==> config.mk <==
export PLATFORM = sky130hd
export DESIGN_NAME = mono_scanout
export DESIGN_NICKNAME = d
export VERILOG_FILES = /design/src/rtl/mono_scan_pkg.sv /design/src/rtl/mscan_timing.sv /design/src/rtl/mscan_fetch.sv /design/src/rtl/mscan_ctrl.sv /design/src/rtl/mscan_pixel.sv /design/src/rtl/mono_scanout.sv
export SDC_FILE = /design/constraint.sdc
export NUM_CORES = 1
export LEC_CHECK = 0
export ABC_AREA = 1
export BUFFER_PORTS_ARGS = -buffer_cell sky130_fd_sc_hd__buf_2
export CAP_MARGIN = 20
export CORE_ASPECT_RATIO = 1.5
export CORE_MARGIN = 3
export CORE_UTILIZATION = 49
export CTS_CLUSTER_DIAMETER = 40
export DETAILED_ROUTE_END_ITERATION = 8
export PLACE_DENSITY_LB_ADDON = 0.2
export SYNTH_ARGS = -nofsm -noshare
export SYNTH_HDL_FRONTEND = slang
export SYNTH_SLANG_ARGS = --single-unit
==> constraint.sdc <==
create_clock -name clk -period 2 [get_ports clk]
set_input_delay 0.6 -clock clk [delete_from_list [all_inputs] [get_ports clk]]
set_output_delay 0.6 -clock clk [all_outputs]
set_load 0.02 [all_outputs]
==> src/rtl/mono_scan_pkg.sv <==
// Shared definitions for the monochrome scanout engine.
// Assumes: one pixel per clock, eight pixels packed per byte.
package mono_scan_pkg;
    // Timing flags that travel through the pixel pipeline together.
    typedef struct packed {
        logic de;
        logic hs_n;
        logic vs_n;
    } raster_t;

    localparam raster_t RASTER_IDLE = '{de: 1'b0, hs_n: 1'b1, vs_n: 1'b1};
    localparam int unsigned PIX_PER_BYTE = 8;
    localparam int unsigned CTRL_W       = 16;
    localparam int unsigned CTRL_EN_BIT  = 15;
    localparam int unsigned PIPE_DEPTH   = 2;   // fetch + shifter load
endpackage

==> src/rtl/mscan_timing.sv <==
// Raster timing generator: horizontal and vertical counters plus the
// visible-window and sync flags derived from them.
// Assumes every blanking part is at least one clock/line long.
module mscan_timing
    import mono_scan_pkg::*;
#(
    parameter int H_ACTIVE = 1152,
    parameter int H_FP     = 64,
    parameter int H_SYNC   = 112,
    parameter int H_BP     = 216,
    parameter int V_ACTIVE = 900,
    parameter int V_FP     = 3,
    parameter int V_SYNC   = 4,
    parameter int V_BP     = 30,
    parameter int HW       = 11,
    parameter int VW       = 10
) (
    input  logic          clk,
    input  logic          rst_n,
    output logic [HW-1:0] hcnt,
    output logic          line_end,
    output logic          frame_end,
    output logic          vis_line,
    output raster_t       ras
);
    localparam int H_TOTAL = H_ACTIVE + H_FP + H_SYNC + H_BP;
    localparam int V_TOTAL = V_ACTIVE + V_FP + V_SYNC + V_BP;
    localparam int HS_BEG  = H_ACTIVE + H_FP;
    localparam int HS_END  = HS_BEG + H_SYNC;
    localparam int VS_BEG  = V_ACTIVE + V_FP;
    localparam int VS_END  = VS_BEG + V_SYNC;

    logic [VW-1:0] vcnt;

    assign line_end  = (hcnt == HW'(H_TOTAL - 1));
    assign frame_end = line_end && (vcnt == VW'(V_TOTAL - 1));
    assign vis_line  = (vcnt < VW'(V_ACTIVE));

    // Purpose: advance the pixel/line position, wrapping at line and frame ends.
    always_ff @(posedge clk) begin
        if (!rst_n) begin
            hcnt <= '0;
            vcnt <= '0;
        end else if (line_end) begin
            hcnt <= '0;
            vcnt <= frame_end ? '0 : vcnt + 1'b1;
        end else begin
            hcnt <= hcnt + 1'b1;
        end
    end

    // Purpose: decode the window and sync intervals from the counters.
    always_comb begin
        ras.de   = (hcnt < HW'(H_ACTIVE)) && vis_line;
        ras.hs_n = !((hcnt >= HW'(HS_BEG)) && (hcnt < HW'(HS_END)));
        ras.vs_n = !((vcnt >= VW'(VS_BEG)) && (vcnt < VW'(VS_END)));
    end
endmodule

==> src/rtl/mscan_fetch.sv <==
// Byte fetch address generator. Issues one read per eight visible pixels
// and swaps the bytes inside each 16-bit word.
// Assumes H_ACTIVE is a multiple of 16 and HW >= 4.
module mscan_fetch
    import mono_scan_pkg::*;
#(
    parameter int H_ACTIVE = 1152,
    parameter int HW       = 11,
    parameter int ADDR_W   = 17
) (
    input  logic              clk,
    input  logic              rst_n,
    input  logic [HW-1:0]     hcnt,
    input  logic              pix_vis,
    input  logic              line_end,
    input  logic              frame_end,
    input  logic              vis_line,
    output logic              rd_en,
    output logic [ADDR_W-1:0] rd_addr
);
    localparam int BYTES_PER_LINE = H_ACTIVE / PIX_PER_BYTE;
    localparam int SUB_W          = $clog2(PIX_PER_BYTE);
    localparam int BIDX_W         = HW - SUB_W;

    logic [ADDR_W-1:0] line_base;
    logic [BIDX_W-1:0] byte_idx;

    // Purpose: keep the start address of the current line without a multiplier.
    always_ff @(posedge clk) begin
        if (!rst_n) begin
            line_base <= '0;
        end else if (frame_end) begin
            line_base <= '0;
        end else if (line_end && vis_line) begin
            line_base <= line_base + ADDR_W'(BYTES_PER_LINE);
        end
    end

    // Purpose: strobe a read at each byte boundary of the window, word-swapped.
    always_comb begin
        byte_idx = hcnt[HW-1:SUB_W];
        rd_en    = pix_vis && (hcnt[SUB_W-1:0] == '0);
        rd_addr  = line_base + ADDR_W'(byte_idx ^ BIDX_W'(1));
    end
endmodule

==> src/rtl/mscan_ctrl.sv <==
// Control register with one write enable per byte lane.
// Assumes REG_W is a multiple of 8.
module mscan_ctrl #(
    parameter int REG_W = 16
) (
    input  logic               clk,
    input  logic               rst_n,
    input  logic               wr,
    input  logic [REG_W/8-1:0] be,
    input  logic [REG_W-1:0]   wdata,
    output logic [REG_W-1:0]   q
);
    localparam int LANES = REG_W / 8;

    for (genvar g = 0; g < LANES; g++) begin : g_lane
        // Purpose: update this byte lane only when its enable is set.
        always_ff @(posedge clk) begin
            if (!rst_n) begin
                q[g*8 +: 8] <= '0;
            end else if (wr && be[g]) begin
                q[g*8 +: 8] <= wdata[g*8 +: 8];
            end
        end
    end
endmodule

==> src/rtl/mscan_pixel.sv <==
// Pixel shifter and timing delay line. Loads each fetched byte the clock
// its data returns and shifts MSB first. Delays the timing flags by the
// same PIPE_DEPTH clocks so that they line up with the pixels.
// Assumes read data is valid exactly one clock after the read strobe.
module mscan_pixel
    import mono_scan_pkg::*;
(
    input  logic       clk,
    input  logic       rst_n,
    input  logic       fetch,
    input  logic [7:0] rd_data,
    input  raster_t    ras_in,
    input  logic       enable,
    output logic       pix,
    output raster_t    ras_out
);
    logic       load;
    logic [7:0] shreg;
    raster_t    stage [PIPE_DEPTH];

    // Purpose: remember which clock carries returning read data.
    always_ff @(posedge clk) begin
        if (!rst_n) load <= 1'b0;
        else        load <= fetch;
    end

    // Purpose: reload on returning data, otherwise shift toward the MSB.
    always_ff @(posedge clk) begin
        if (!rst_n)    shreg <= '0;
        else if (load) shreg <= rd_data;
        else           shreg <= {shreg[6:0], 1'b0};
    end

    for (genvar s = 0; s < PIPE_DEPTH; s++) begin : g_stage
        // Purpose: one delay stage of the timing flags.
        always_ff @(posedge clk) begin
            if (!rst_n)      stage[s] <= RASTER_IDLE;
            else if (s == 0) stage[s] <= ras_in;
            else             stage[s] <= stage[(s == 0) ? 0 : s-1];
        end
    end

    assign ras_out = stage[PIPE_DEPTH-1];
    assign pix     = ras_out.de && enable && shreg[7];
endmodule

==> src/rtl/mono_scanout.sv <==
// Top of the monochrome scanout engine: timing, fetch, pixel shifter and
// control register. Assumes read data returns one clock after rd_en.
module mono_scanout
    import mono_scan_pkg::*;
#(
    parameter int H_ACTIVE = 1152,
    parameter int H_FP     = 64,
    parameter int H_SYNC   = 112,
    parameter int H_BP     = 216,
    parameter int V_ACTIVE = 900,
    parameter int V_FP     = 3,
    parameter int V_SYNC   = 4,
    parameter int V_BP     = 30,
    parameter int ADDR_W   = 17
) (
    input  logic              clk,
    input  logic              rst_n,
    input  logic              reg_wr,
    input  logic [1:0]        reg_be,
    input  logic [15:0]       reg_wdata,
    output logic [15:0]       reg_rdata,
    output logic              rd_en,
    output logic [ADDR_W-1:0] rd_addr,
    input  logic [7:0]        rd_data,
    output logic              pix_out,
    output logic              de_out,
    output logic              hsync_n,
    output logic              vsync_n
);
    localparam int HW = $clog2(H_ACTIVE + H_FP + H_SYNC + H_BP);
    localparam int VW = $clog2(V_ACTIVE + V_FP + V_SYNC + V_BP);

    logic [HW-1:0] hcnt;
    logic          line_end, frame_end, vis_line;
    raster_t       ras_now, ras_dly;

    mscan_timing #(
        .H_ACTIVE(H_ACTIVE), .H_FP(H_FP), .H_SYNC(H_SYNC), .H_BP(H_BP),
        .V_ACTIVE(V_ACTIVE), .V_FP(V_FP), .V_SYNC(V_SYNC), .V_BP(V_BP),
        .HW(HW), .VW(VW)
    ) u_timing (
        .clk(clk), .rst_n(rst_n), .hcnt(hcnt), .line_end(line_end),
        .frame_end(frame_end), .vis_line(vis_line), .ras(ras_now)
    );

    mscan_fetch #(.H_ACTIVE(H_ACTIVE), .HW(HW), .ADDR_W(ADDR_W)) u_fetch (
        .clk(clk), .rst_n(rst_n), .hcnt(hcnt), .pix_vis(ras_now.de),
        .line_end(line_end), .frame_end(frame_end), .vis_line(vis_line),
        .rd_en(rd_en), .rd_addr(rd_addr)
    );

    mscan_ctrl #(.REG_W(CTRL_W)) u_ctrl (
        .clk(clk), .rst_n(rst_n), .wr(reg_wr), .be(reg_be),
        .wdata(reg_wdata), .q(reg_rdata)
    );

    mscan_pixel u_pixel (
        .clk(clk), .rst_n(rst_n), .fetch(rd_en), .rd_data(rd_data),
        .ras_in(ras_now), .enable(reg_rdata[CTRL_EN_BIT]),
        .pix(pix_out), .ras_out(ras_dly)
    );

    assign de_out  = ras_dly.de;
    assign hsync_n = ras_dly.hs_n;
    assign vsync_n = ras_dly.vs_n;
endmodule

# Yosys cells after proc, flatten, opt, wreduce, memory -nomap -nowiden
# Memories as Yosys holds them, arrays and structs flattened.
# Index checks and enable logic that the tools add are counted.
# op_classes
addsub	4
magnitude_cmp	6
n_eq_ne	2
mux	6
bitwise	4
reduce_logical	16
# op_table
op	count
less-than comparator 11 bit (second input constant)	2
less-than comparator 10 bit (second input constant)	2
adder 17 x 8 -> 17 bit	1
adder 17 x 8 -> 17 bit (second input constant)	1
adder 11 x 1 -> 11 bit (second input constant)	1
equality test 11 bit (second input constant)	1
greater-or-equal comparator 11 bit (second input constant)	1
adder 10 x 1 -> 10 bit (second input constant)	1
equality test 10 bit (second input constant)	1
greater-or-equal comparator 10 bit (second input constant)	1
logical AND 1 bit	10
2-to-1 mux 10 bit	1
2-to-1 mux 8 bit	1
2-to-1 mux 3 bit	2
OR reduction 2 bit	2
logical NOT 3 bit	1
logical NOT 1 bit	2
2-to-1 mux 1 bit	2
NOT 1 bit	2
OR 1 bit	2
AND reduction 2 bit	1
# totals
reg_bits	63
mem_bits_rw	6
input_bits	29
output_inout_bits	38
word_cells	47
mem_count	1
# mem_list
memory	depth	word_bits	read_ports	rd_clocked_by_memory_dff	write_ports	line_no	source
u_pixel.stage	2	3	2	0	2	mscan_pixel.sv:19	raster_t stage [PIPE_DEPTH];

# Depth between registers and ports, before layout
# Gate-level depths: netlist of the first run.
# depth
word_depth	4
mapped_depth	9
ltp_nobuf	9

# Modules after synthesis
# A second synthesis of the first run with hierarchy kept.
# unflattened
cells_unflattened	543
area_unflattened_um2	3622.2
# by_module_without_submodules
mod	instances	cells_each	area_each_um2	seq_area_each_um2
mscan_timing	1	201	1348.8	420.4
mscan_fetch	1	174	1081.0	260.2
mscan_ctrl	1	102	679.4	320.3
mscan_pixel	1	66	513.0	300.3

# Worst setup path before layout of the first run
# Ideal clock, no wire load.
# synth_timing
path_kind	flip-flop to output port
from	register u_fetch.line_base[6]
to	output port rd_addr[11]
arrival_time_ps	1692
required_time_ps	1400
slack_ps	-292
path_stages_with_launch	7
path_buffers	0
cell_sequence	dfxtp_1 ha_1 a21oi_1 nand2_1 a21boi_0 nor2_1 xor2_1
# synth_between
elab_chain_len	1
# synth_lines
item	line_no	source
from (decl)	mscan_fetch.sv:25	logic [ADDR_W-1:0] line_base;
from (signal assigned)	mscan_fetch.sv:35	line_base <= line_base + ADDR_W'(BYTES_PER_LINE);
adder 17 x 8 -> 17 bit	mscan_fetch.sv:43	rd_addr = line_base + ADDR_W'(byte_idx ^ BIDX_W'(1));
to (decl)	mono_scanout.sv:23	output logic [ADDR_W-1:0] rd_addr,
# No other way between the ends.

# Worst setup path in the final report of the first run
# layout_timing
from	register u_timing.hcnt[9]
to	output port rd_addr[15]
# layout_between
elab_chain_len	1
# layout_lines
item	line_no	source
from (decl)	mscan_timing.sv:20	output logic [HW-1:0] hcnt,
from (signal assigned)	mscan_timing.sv:48	hcnt <= hcnt + 1'b1;
adder 17 x 8 -> 17 bit	mscan_fetch.sv:43	
# No other way between the ends.

==> impl_metrics.csv, run 1 <==
group,metric,value,unit
timing,slew_headroom,75.5,%
route,dr.first_iter.drc_count,159,
timing,worst_pin_slew,0.366,ns
synth,synth-seq-cells,65,
critical_path,cp_max_fo,3,
timing,setup_slack,-0.480,ns
final_layout,multi_input_area,0.00188,mm^2
cts,clkLatencyLatePin,0.35,ns
synth,synth_area_leaders,"dfxtp_1, nand2_1, nor2_1, inv_1, nand3_1",
critical_path,critical_path.slowest_cell,"dfxtp_2",
floorplanning,dieArea,0.00760,mm^2
timing,max_freq,403,MHz
synth,netlist.top_cell.by_area,"dfxtp_1",
critical_path,cp.arrival,1.88,ns
floorplanning,io_pins,67,
synth,syn_inst,459,
synth,seq_area_frac_synth,40.4,%
synth,yosysWarningCount,0,
placed_design,place_area,0.00394,mm^2
timing,drv_slew,0,
placed_design,port-buffer-count,66,
placed_design,pre_cts_ws,-0.190,ns
final_layout,register_area,0.00131,mm^2
placed_design,dp_hpwl,6050,um
final_layout,areaGrowthSynthToFinish,36.9,%
pwr,irDropWorstVdd,0.440,mV
synth,syn_nets,498,
critical_path,worstPathCellList,"ha_4 > a21oi_4 > nand2_2 > a21boi_4 > nor2_2 > nand2_1 > nand2_1 > nand2_2 > buf_4",
route,drc,0,
cts,clock-sinks,65,
timing,fin_crit,2.48,ns
timing,setup_viol,12,
grt,grt_start_max_net_pins,17,
run,max-cap-violations,0,
pwr,p_total,2.82,mW
critical_path,path_delay_family,"compound AO/OA/AOI/OAI gates",
critical_path,worstPathBufferInverterCount,1,
timing,hold_viol,0,
min_path,hold_class,"reg2reg",
floorplanning,rows,35,
critical_path,endpoint_kind,"output port",
timing,rsz0062_at_grt,"true",
floorplanning,die_h,105,um
critical_path,crit_type,"reg2out",
grt,grt_usage,23.1,%
final_layout,n_antenna_cell,0,
final_layout,layout.nets,602,
grt,grt_pass1_wl,13800,um
cts,clock-root-buffer,"clkbuf_8",
route,totalWireLength,8480,um
floorplanning,core,0.00626,mm^2
timing,fin_skew,0.00831,ns
final_layout,mostFrequentLayoutCell,"nand2_1",
route,post_drt_wl_per_cell,13.2,um
synth,synthDominantCellAreaShare,40.4,%
route,detail-route-antenna-nets,0,
final_layout,layout_common_cells,"nand2_1, nor2_1, dfxtp_1",
pwr,p_leak,2.00,nW
synth,synth.distinct_cells,31,
cts,tritoncts.num_buffers,9,
cts,clockBufferDepth,2,
timing,period_share,124,%
placed_design,place.gp.congestion,0.901,
floorplanning,chipWidth,72.2,um
grt,overflow,0,
route,first_pass_iters,4,
synth,syn-cell-area,0.00322,mm^2
route,num_vias,3248,
cts,cts_htree_levels,3,
pwr,p_per_area,640,mW/mm^2
final_layout,final_area,0.00441,mm^2
final_layout,drive_gt1_share,31.3,%
cts,cts_tree,"yes",
synth,syn_avg_cell_area,7.01,um^2
critical_path,worst_setup_path_start_kind,"flip-flop",
grt,grt_pass1_vias,3117,
critical_path,max_stage_delay,0.34,ns
cts,path_clk_slew,0.07,ns
final_layout,fillers,514,
route,drt-vias-per-instance,5.06,
outcome,violations,"setup timing",
floorplanning,initial_core_util,51.4,%
grt,grt_antenna_before_repair,0,
outcome,status,"complete, but fails checks",
critical_path,cp.required,1.40,ns
state kept, by name, summed over array words and instances (netlist names):
| signal | count |
|---|---|
| u_ctrl.q | 16 |
| u_fetch.line_base | 13 |
| u_timing.hcnt | 11 |
| u_timing.vcnt | 10 |
| u_pixel.shreg | 8 |
| u_pixel.stage | 6 |
| u_pixel.load | 1 |
cells in the mapped netlist:
master    count
nand2_1     103
nor2_1       87
dfxtp_1      65
inv_1        47
nand3_1      29
o21ai_0      29
a21oi_1      19
xor2_1       16
ha_1          9
nand4_1       8
nor3_1        7
a21oi_2       6
buf_4         5
buf_2         4
clkbuf_1      4
or2_2         3
and3_1        2
nor3b_1       2
xnor2_1       2
a21boi_0      1
a31oi_1       1
buf_6         1
clkinv_2      1
fa_1          1
nand2_4       1
nand3_2       1
nor3_4        1
nor4_1        1
o211ai_1      1
o21ai_2       1
o22ai_1       1
routing by layer:
layer	part of all wire, %	wire [um]	up-vias	GRT usage, %
met5	0	0	-	0
met4	4.2	355	0	13.8
met3	5.5	470	27	5.15
met2	54	4570	119	41.5
met1	36	3080	1441	23.4
li1	-	-	1661	-
worst paths after layout:
path	start	end	slack, ns	depth (start not counted)
worst min register to register	u_pixel.stage[0][1]$_SDFF_PN1_	u_pixel.stage[1][1]$_SDFF_PN1_	0.42	1
worst min-delay path	u_pixel.stage[0][1]$_SDFF_PN1_	u_pixel.stage[1][1]$_SDFF_PN1_	0.42	1
worst max-delay path	u_timing.hcnt[9]$_SDFF_PP0_	rd_addr[15]	-0.48	9
worst max register to register	u_timing.hcnt[0]$_SDFF_PP0_	u_timing.vcnt[2]$_SDFFE_PN0P_	0.21	9
metrics by stage:
step / setup TNS (ns) / hold WS (ns) / cells / utilization, %
final: -4.84 / 0.421 / 642 / 70.4
after global routing: -5.51 / 0.455 / 642 / 70.4
after CTS: -4.62 / 0.426 / 639 / 68.6
after detailed placement: -0.944 / 0.410 / 621 / 62.9
after global placement: -0.447 / 0.393 / 621 / 62.9
after floorplan: -0.0190 / 0.390 / 459 / -
layout make-up:
class / count / share of cell area [%]
Clock buffer: 10 / 3.12
Clock inverter: 6 / 2.04
Inverter: 48 / 4.12
Multi-Input combinational cell: 332 / 42.7
Sequential cell: 65 / 29.8
Tap cell: 74 / 2.10
Timing Repair Buffer: 107 / 16.1
power breakdown:
part	switching, mW	internal [mW]
combinational	0.117	0.0742
clock	0.531	0.739
sequential	0.0226	1.34
total	0.671	2.15
repair_timing:
action	CTS	global route
endpoints found under the setup margin	13	27
hold buffers	0	0
gates resized for setup	32	22
buffers inserted	2	4
pin swaps	11	9
cell families (layout without fill, tap and decap cells):
| group | count (synthesis) | in the layout | synth area share, % |
|---|---|---|---|
| adder cells (fa/ha/maj) | 10 | 10 | 4.12 |
| buffers and inverters | 62 | 171 | 8.24 |
| AND/OR/NAND/NOR | 245 | 245 | 32.1 |
| flip-flops | 65 | 65 | 40.4 |
| XOR/XNOR | 18 | 18 | 4.90 |
| AO/OA/AOI/OAI | 59 | 59 | 10.2 |
No activity file was read; power rests on OpenSTA's default activity.
==> run 2: changes to the inputs <==
--- a/config.mk
+++ b/config.mk
@@ -6,13 +6,13 @@
 export NUM_CORES = 1
 export LEC_CHECK = 0
 export ABC_AREA = 1
-export BUFFER_PORTS_ARGS = -buffer_cell sky130_fd_sc_hd__buf_2
 export CAP_MARGIN = 20
 export CORE_ASPECT_RATIO = 1.5
-export CORE_MARGIN = 3
-export CORE_UTILIZATION = 49
+export CORE_MARGIN = 5
+export CORE_UTILIZATION = 57
 export CTS_CLUSTER_DIAMETER = 40
 export DETAILED_ROUTE_END_ITERATION = 8
+export DONT_BUFFER_PORTS = 1
 export PLACE_DENSITY_LB_ADDON = 0.2
 export SYNTH_ARGS = -nofsm -noshare
 export SYNTH_HDL_FRONTEND = slang
==> run 2 against run 1 <==
The flow still finishes with violations (setup timing). Clock skew is 0.00098 ns lower. Highest routed layer unchanged. Sequential share of layout area is 2.2 points higher. Critical path type unchanged. Sequential power hardly changed. Largest cell class unchanged. Via count is 5.7% lower.
==> impl_metrics.csv, run 2 (synthesis results as in run 1) <==
group,metric,value,unit
placed_design,port-buffer-count,0,
route,first_pass_iters,4,
critical_path,cp.arrival,1.82,ns
final_layout,multi_input_area,0.00191,mm^2
cts,clock-sinks,65,
timing,rsz0062_at_grt,"true",
grt,grt_pass1_vias,3098,
cts,clock-root-buffer,"clkbuf_8",
timing,hold_viol,0,
timing,fin_crit,2.42,ns
pwr,p_per_area,604,mW/mm^2
timing,period_share,121,%
final_layout,final_util,75.1,%
timing,drv_slew,0,
placed_design,place.gp.congestion,0.935,
grt,grt_start_max_net_pins,32,
route,totalWireLength,7790,um
critical_path,crit_type,"reg2out",
cts,clockBufferDepth,2,
floorplanning,core,0.00549,mm^2
pwr,p_leak,1.73,nW
critical_path,endpoint_kind,"output port",
timing,setup_slack,-0.419,ns
placed_design,dp_hpwl,5670,um
cts,cts_htree_levels,3,
floorplanning,initial_core_util,58.6,%
placed_design,place_area,0.00367,mm^2
floorplanning,rows,33,
min_path,min-delay-start,"rst_n",
final_layout,fillers,417,
final_layout,register_area,0.00132,mm^2
cts,clkLatencyLatePin,0.34,ns
floorplanning,die_h,102,um
placed_design,dp.cells,560,
cts,path_clk_slew,0.07,ns
final_layout,top_register,"u_ctrl.q",
grt,grt_antenna_before_repair,0,
route,drt-vias-per-instance,5.24,
timing,max_freq,413,MHz
route,detail-route-antenna-nets,0,
route,post_drt_wl_per_cell,13.3,um
floorplanning,io_pins,67,
timing,fin_skew,0.00733,ns
final_layout,areaGrowthSynthToFinish,28.0,%
outcome,violations,"setup timing",
outcome,status,"complete, but fails checks",
timing,setup_viol,12,
critical_path,cp_max_fo,3,
grt,grt_pass1_wl,13200,um
critical_path,cp.required,1.40,ns
final_layout,layout_common_cells,"nand2_1, nor2_1, dfxtp_1",
critical_path,r2r-start,"u_timing.hcnt[0]$_SDFF_PP0_",
final_layout,final_cells,584,
final_layout,drive_gt1_share,25.1,%
final_layout,final_area,0.00412,mm^2
critical_path,crit_start,"u_fetch.line_base[6]$_SDFFE_PP0P_",
final_layout,mostFrequentLayoutCell,"nand2_1",
min_path,hold_class,"in2reg",
pwr,irDropWorstVdd,0.420,mV
cts,tritoncts.num_buffers,9,
route,dr.first_iter.drc_count,221,
floorplanning,chipWidth,71.4,um
grt,grt_usage,22.8,%
cts,cts_tree,"yes",
cts,hold_buffers,0,
final_layout,reg.largest.list,"u_ctrl.q: 16 flops, u_fetch.line_base: 13 flops, u_timing.hcnt: 11 flops",
route,num_vias,3062,
final_layout,largest_reg_flops,16,
pwr,p_total,2.49,mW
final_layout,layout.nets,548,
route,drc,0,
grt,overflow,0,
timing,slew_headroom,80.5,%
timing,worst_pin_slew,0.292,ns
run,max-cap-violations,0,
final_layout,n_antenna_cell,0,
floorplanning,dieArea,0.00728,mm^2
critical_path,worst_setup_path_start_kind,"flip-flop",
[run 2: per-stage QoR]
step	TNS, ns	hold WS (ns)	worst slack [ns]
after floorplan	-0.0190	0.390	-0.00724
after global placement	-0.218	0.393	-0.0596
after detailed placement	-0.455	0.407	-0.0919
after CTS	-3.83	0.337	-0.389
after global routing	-5.00	0.333	-0.513
final	-3.91	0.351	-0.419
[run 2: power by group]
part | internal (mW) | total, mW | switching [mW] | leakage [nW]
Sequential | 1.34 | 1.39 | 0.0540 | 0.536
Clock | 0.484 | 0.993 | 0.508 | 0.0887
Combinational | 0.0425 | 0.108 | 0.0659 | 1.11
[run 2: routing by layer]
| metal | GRT usage (%) | vias to the layer above | wire length [um] | share of wire, % |
|---|---|---|---|---|
| met4 | 10.1 | 0 | 212 | 2.7 |
| met2 | 43.3 | 86 | 4280 | 55 |
| li1 | - | 1552 | - | - |
| met3 | 7.28 | 22 | 465 | 6.0 |
| met5 | 0 | - | 0 | 0 |
| met1 | 22.0 | 1402 | 2840 | 36 |
[run 2: final cells by class]
type,instances,area share (%)
Clock buffer,10,3.34
Clock inverter,6,1.03
Multi-Input combinational cell,332,46.4
Inverter,48,4.40
Tap cell,70,2.13
Sequential cell,65,32.0
Timing Repair Buffer,53,10.7
[run 2: final timing paths]
check	end	cells after the start	slack [ns]
worst min-delay path	u_pixel.stage[0][1]$_SDFF_PN1_	1	0.35
worst min register to register	u_pixel.stage[1][2]$_SDFF_PN0_	2	0.42
worst max register to register	u_fetch.line_base[4]$_SDFFE_PP0P_	7	0.20
worst max-delay path	rd_addr[11]	8	-0.42
[run 2: repair_timing]
action	CTS	global route
buffers inserted	10	2
gates cloned	0	0
setup endpoints to repair	13	13
pin swaps	19	12
endpoints found under the hold margin	0	0
resized for setup	40	10
[run 2: critical path, cell delays in order, from the launching register on]
cell	delay (ns)
dfxtp_2	0.34
ha_4	0.25
a21oi_2	0.12
nand2_2	0.08
a21boi_2	0.22
buf_4	0.16
nor2_4	0.04
xor2_2	0.14
buf_6	0.13
==> run 3: changes to the inputs <==
--- a/config.mk
+++ b/config.mk
@@ -8,12 +8,12 @@
 export ABC_AREA = 1
 export CAP_MARGIN = 20
 export CORE_ASPECT_RATIO = 1.5
-export CORE_MARGIN = 5
+export CORE_MARGIN = 3
 export CORE_UTILIZATION = 57
 export CTS_CLUSTER_DIAMETER = 40
 export DETAILED_ROUTE_END_ITERATION = 8
 export DONT_BUFFER_PORTS = 1
-export PLACE_DENSITY_LB_ADDON = 0.2
+export PLACE_DENSITY = 0.82
 export SYNTH_ARGS = -nofsm -noshare
 export SYNTH_HDL_FRONTEND = slang
 export SYNTH_SLANG_ARGS = --single-unit
==> run 3 against run 2 <==
The flow still finishes with violations (setup timing). Setup slack improved by 0.013 ns. Hold slack got worse by 0.0082 ns. Cell count shrank 1.5%. Final area is 0.91% lower. Non-clock buffer count decreased by 7. Combinational power about the same. Critical endpoint is now rd_addr[9]. Largest power group unchanged. Sequential share of layout area up 0.23 points.
==> impl_metrics.csv, run 3 (synthesis results as in run 1) <==
group,metric,value,unit
grt,overflow,0,
grt,grt_pass1_vias,3066,
timing,setup_slack,-0.406,ns
floorplanning,chipWidth,67.4,um
timing,worst_pin_slew,0.374,ns
min_path,hold_class,"in2reg",
placed_design,port-buffer-count,0,
final_layout,areaGrowthSynthToFinish,26.9,%
final_layout,largest_reg_flops,16,
cts,clock-sinks,65,
floorplanning,core,0.00529,mm^2
grt,grt_antenna_before_repair,0,
timing,fin_crit,2.41,ns
run,max-cap-violations,0,
final_layout,drive_gt1_share,23.7,%
cts,cts_htree_levels,3,
cts,clkLatencyLatePin,0.35,ns
timing,period_share,120,%
final_layout,layout_common_cells,"nand2_1, nor2_1, dfxtp_1",
critical_path,crit_start,"u_timing.hcnt[9]$_SDFF_PP0_",
grt,grt_start_max_net_pins,32,
min_path,min-delay-start,"rst_n",
critical_path,critical_path.slowest_cell,"dfxtp_2",
route,first_pass_iters,6,
final_layout,n_antenna_cell,0,
pwr,irDropWorstVdd,0.430,mV
pwr,p_leak,1.71,nW
critical_path,endpoint_kind,"output port",
route,drc,0,
floorplanning,dieArea,0.00660,mm^2
cts,cts_tree,"yes",
route,detail-route-antenna-nets,0,
final_layout,top_register,"u_ctrl.q",
final_layout,reg.largest.list,"u_ctrl.q: 16 flops, u_fetch.line_base: 13 flops, u_timing.hcnt: 11 flops",
timing,fin_skew,0.0106,ns
outcome,status,"complete, but fails checks",
critical_path,worst_setup_path_start_kind,"flip-flop",
placed_design,dp_hpwl,5600,um
grt,grt_usage,26.1,%
grt,grt_pass1_wl,13300,um
timing,max_freq,416,MHz
final_layout,mostFrequentLayoutCell,"nand2_1",
outcome,violations,"setup timing",
critical_path,crit_type,"reg2out",
final_layout,layout.nets,541,
pwr,p_per_area,626,mW/mm^2
placed_design,place.gp.congestion,0.939,
critical_path,r2r-start,"u_timing.hcnt[0]$_SDFF_PP0_",
critical_path,cp.arrival,1.81,ns
cts,path_clk_slew,0.08,ns
critical_path,cp_max_fo,3,
floorplanning,initial_core_util,60.9,%
cts,clock-root-buffer,"clkbuf_8",
route,totalWireLength,8360,um
cts,tritoncts.num_buffers,9,
route,num_vias,3135,
route,drt-vias-per-instance,5.45,
route,post_drt_wl_per_cell,14.5,um
timing,slew_headroom,75.0,%
floorplanning,rows,32,
timing,hold_viol,0,
timing,hold_ws,0.343,ns
critical_path,max_stage_delay,0.34,ns
timing,setup_viol,12,
timing,setup_tns,-3.99,ns
critical_path,worstPathCellList,"ha_4 > a21oi_4 > nand2_2 > a21boi_4 > buf_6 > xor2_4",
final_layout,final_util,77.3,%
floorplanning,die_h,98.0,um
floorplanning,io_pins,67,
timing,drv_slew,0,
cts,clockBufferDepth,2,
route,dr.first_iter.drc_count,156,
critical_path,cp.required,1.40,ns
timing,rsz0062_at_grt,"true",
[run 3: worst paths after layout]
path / to / slack, ns / depth (start not counted)
min: u_pixel.stage[0][1]$_SDFF_PN1_ / 0.34 / 1
max: rd_addr[9] / -0.41 / 6
max reg2reg: u_fetch.line_base[4]$_SDFFE_PP0P_ / 0.24 / 7
min reg2reg: u_pixel.stage[1][0]$_SDFF_PN1_ / 0.42 / 1
[run 3: report_power, final]
group          internal, mW  switching (mW)  leakage, nW
clock network         0.523           0.534       0.0959
logic                0.0427          0.0676         1.08
registers              1.34          0.0536        0.535
[run 3: final cells by class]
cell class / instances / area (um^2)
Clock buffer: 11 / 151
Clock inverter: 5 / 38.8
Fill cell: 357 / 1200
Inverter: 48 / 181
Multi-Input combinational cell: 332 / 1930
Sequential cell: 65 / 1320
Tap cell: 68 / 85.1
Timing Repair Buffer: 46 / 380
[run 3: per-layer routing]
| metal | part of all wire, % | GRT usage (%) | vias to the layer above |
|---|---|---|---|
| met5 | 0 | 0 | - |
| met4 | 4.1 | 14.2 | 0 |
| met3 | 7.2 | 6.44 | 33 |
| met2 | 53 | 47.7 | 141 |
| met1 | 36 | 25.8 | 1418 |
| li1 | - | - | 1543 |
[run 3: stage by stage]
step                      setup slack, ns  total power [mW]  instances  cell area [um^2]
final                              -0.406              2.56        575              4080
after global routing               -0.474              2.66        575              4080
after CTS                          -0.382              2.56        573              4010
after detailed placement          -0.0567              1.53        555              3660
after global placement            -0.0329              1.52        555              3660
after floorplan                  -0.00724              1.51        459              3330
[run 3: critical path, delay by kind of cell (launching register included)]
kind	cells	cell delay, ns
AOI/OAI and AO/OA	2	0.39
DFF	1	0.34
adders and majority gates	1	0.26
xor gates and xnor gates	1	0.23
buffers and inverters	1	0.16
and+or+nand+nor	1	0.09
[run 3: timing repair]
| action | in CTS | in global routing |
|---|---|---|
| resized for setup | 28 | 16 |
| pin swaps | 7 | 6 |
| setup endpoints to repair | 13 | 13 |
| buffers inserted | 2 | 3 |
| hold buffers | 0 | 0 |
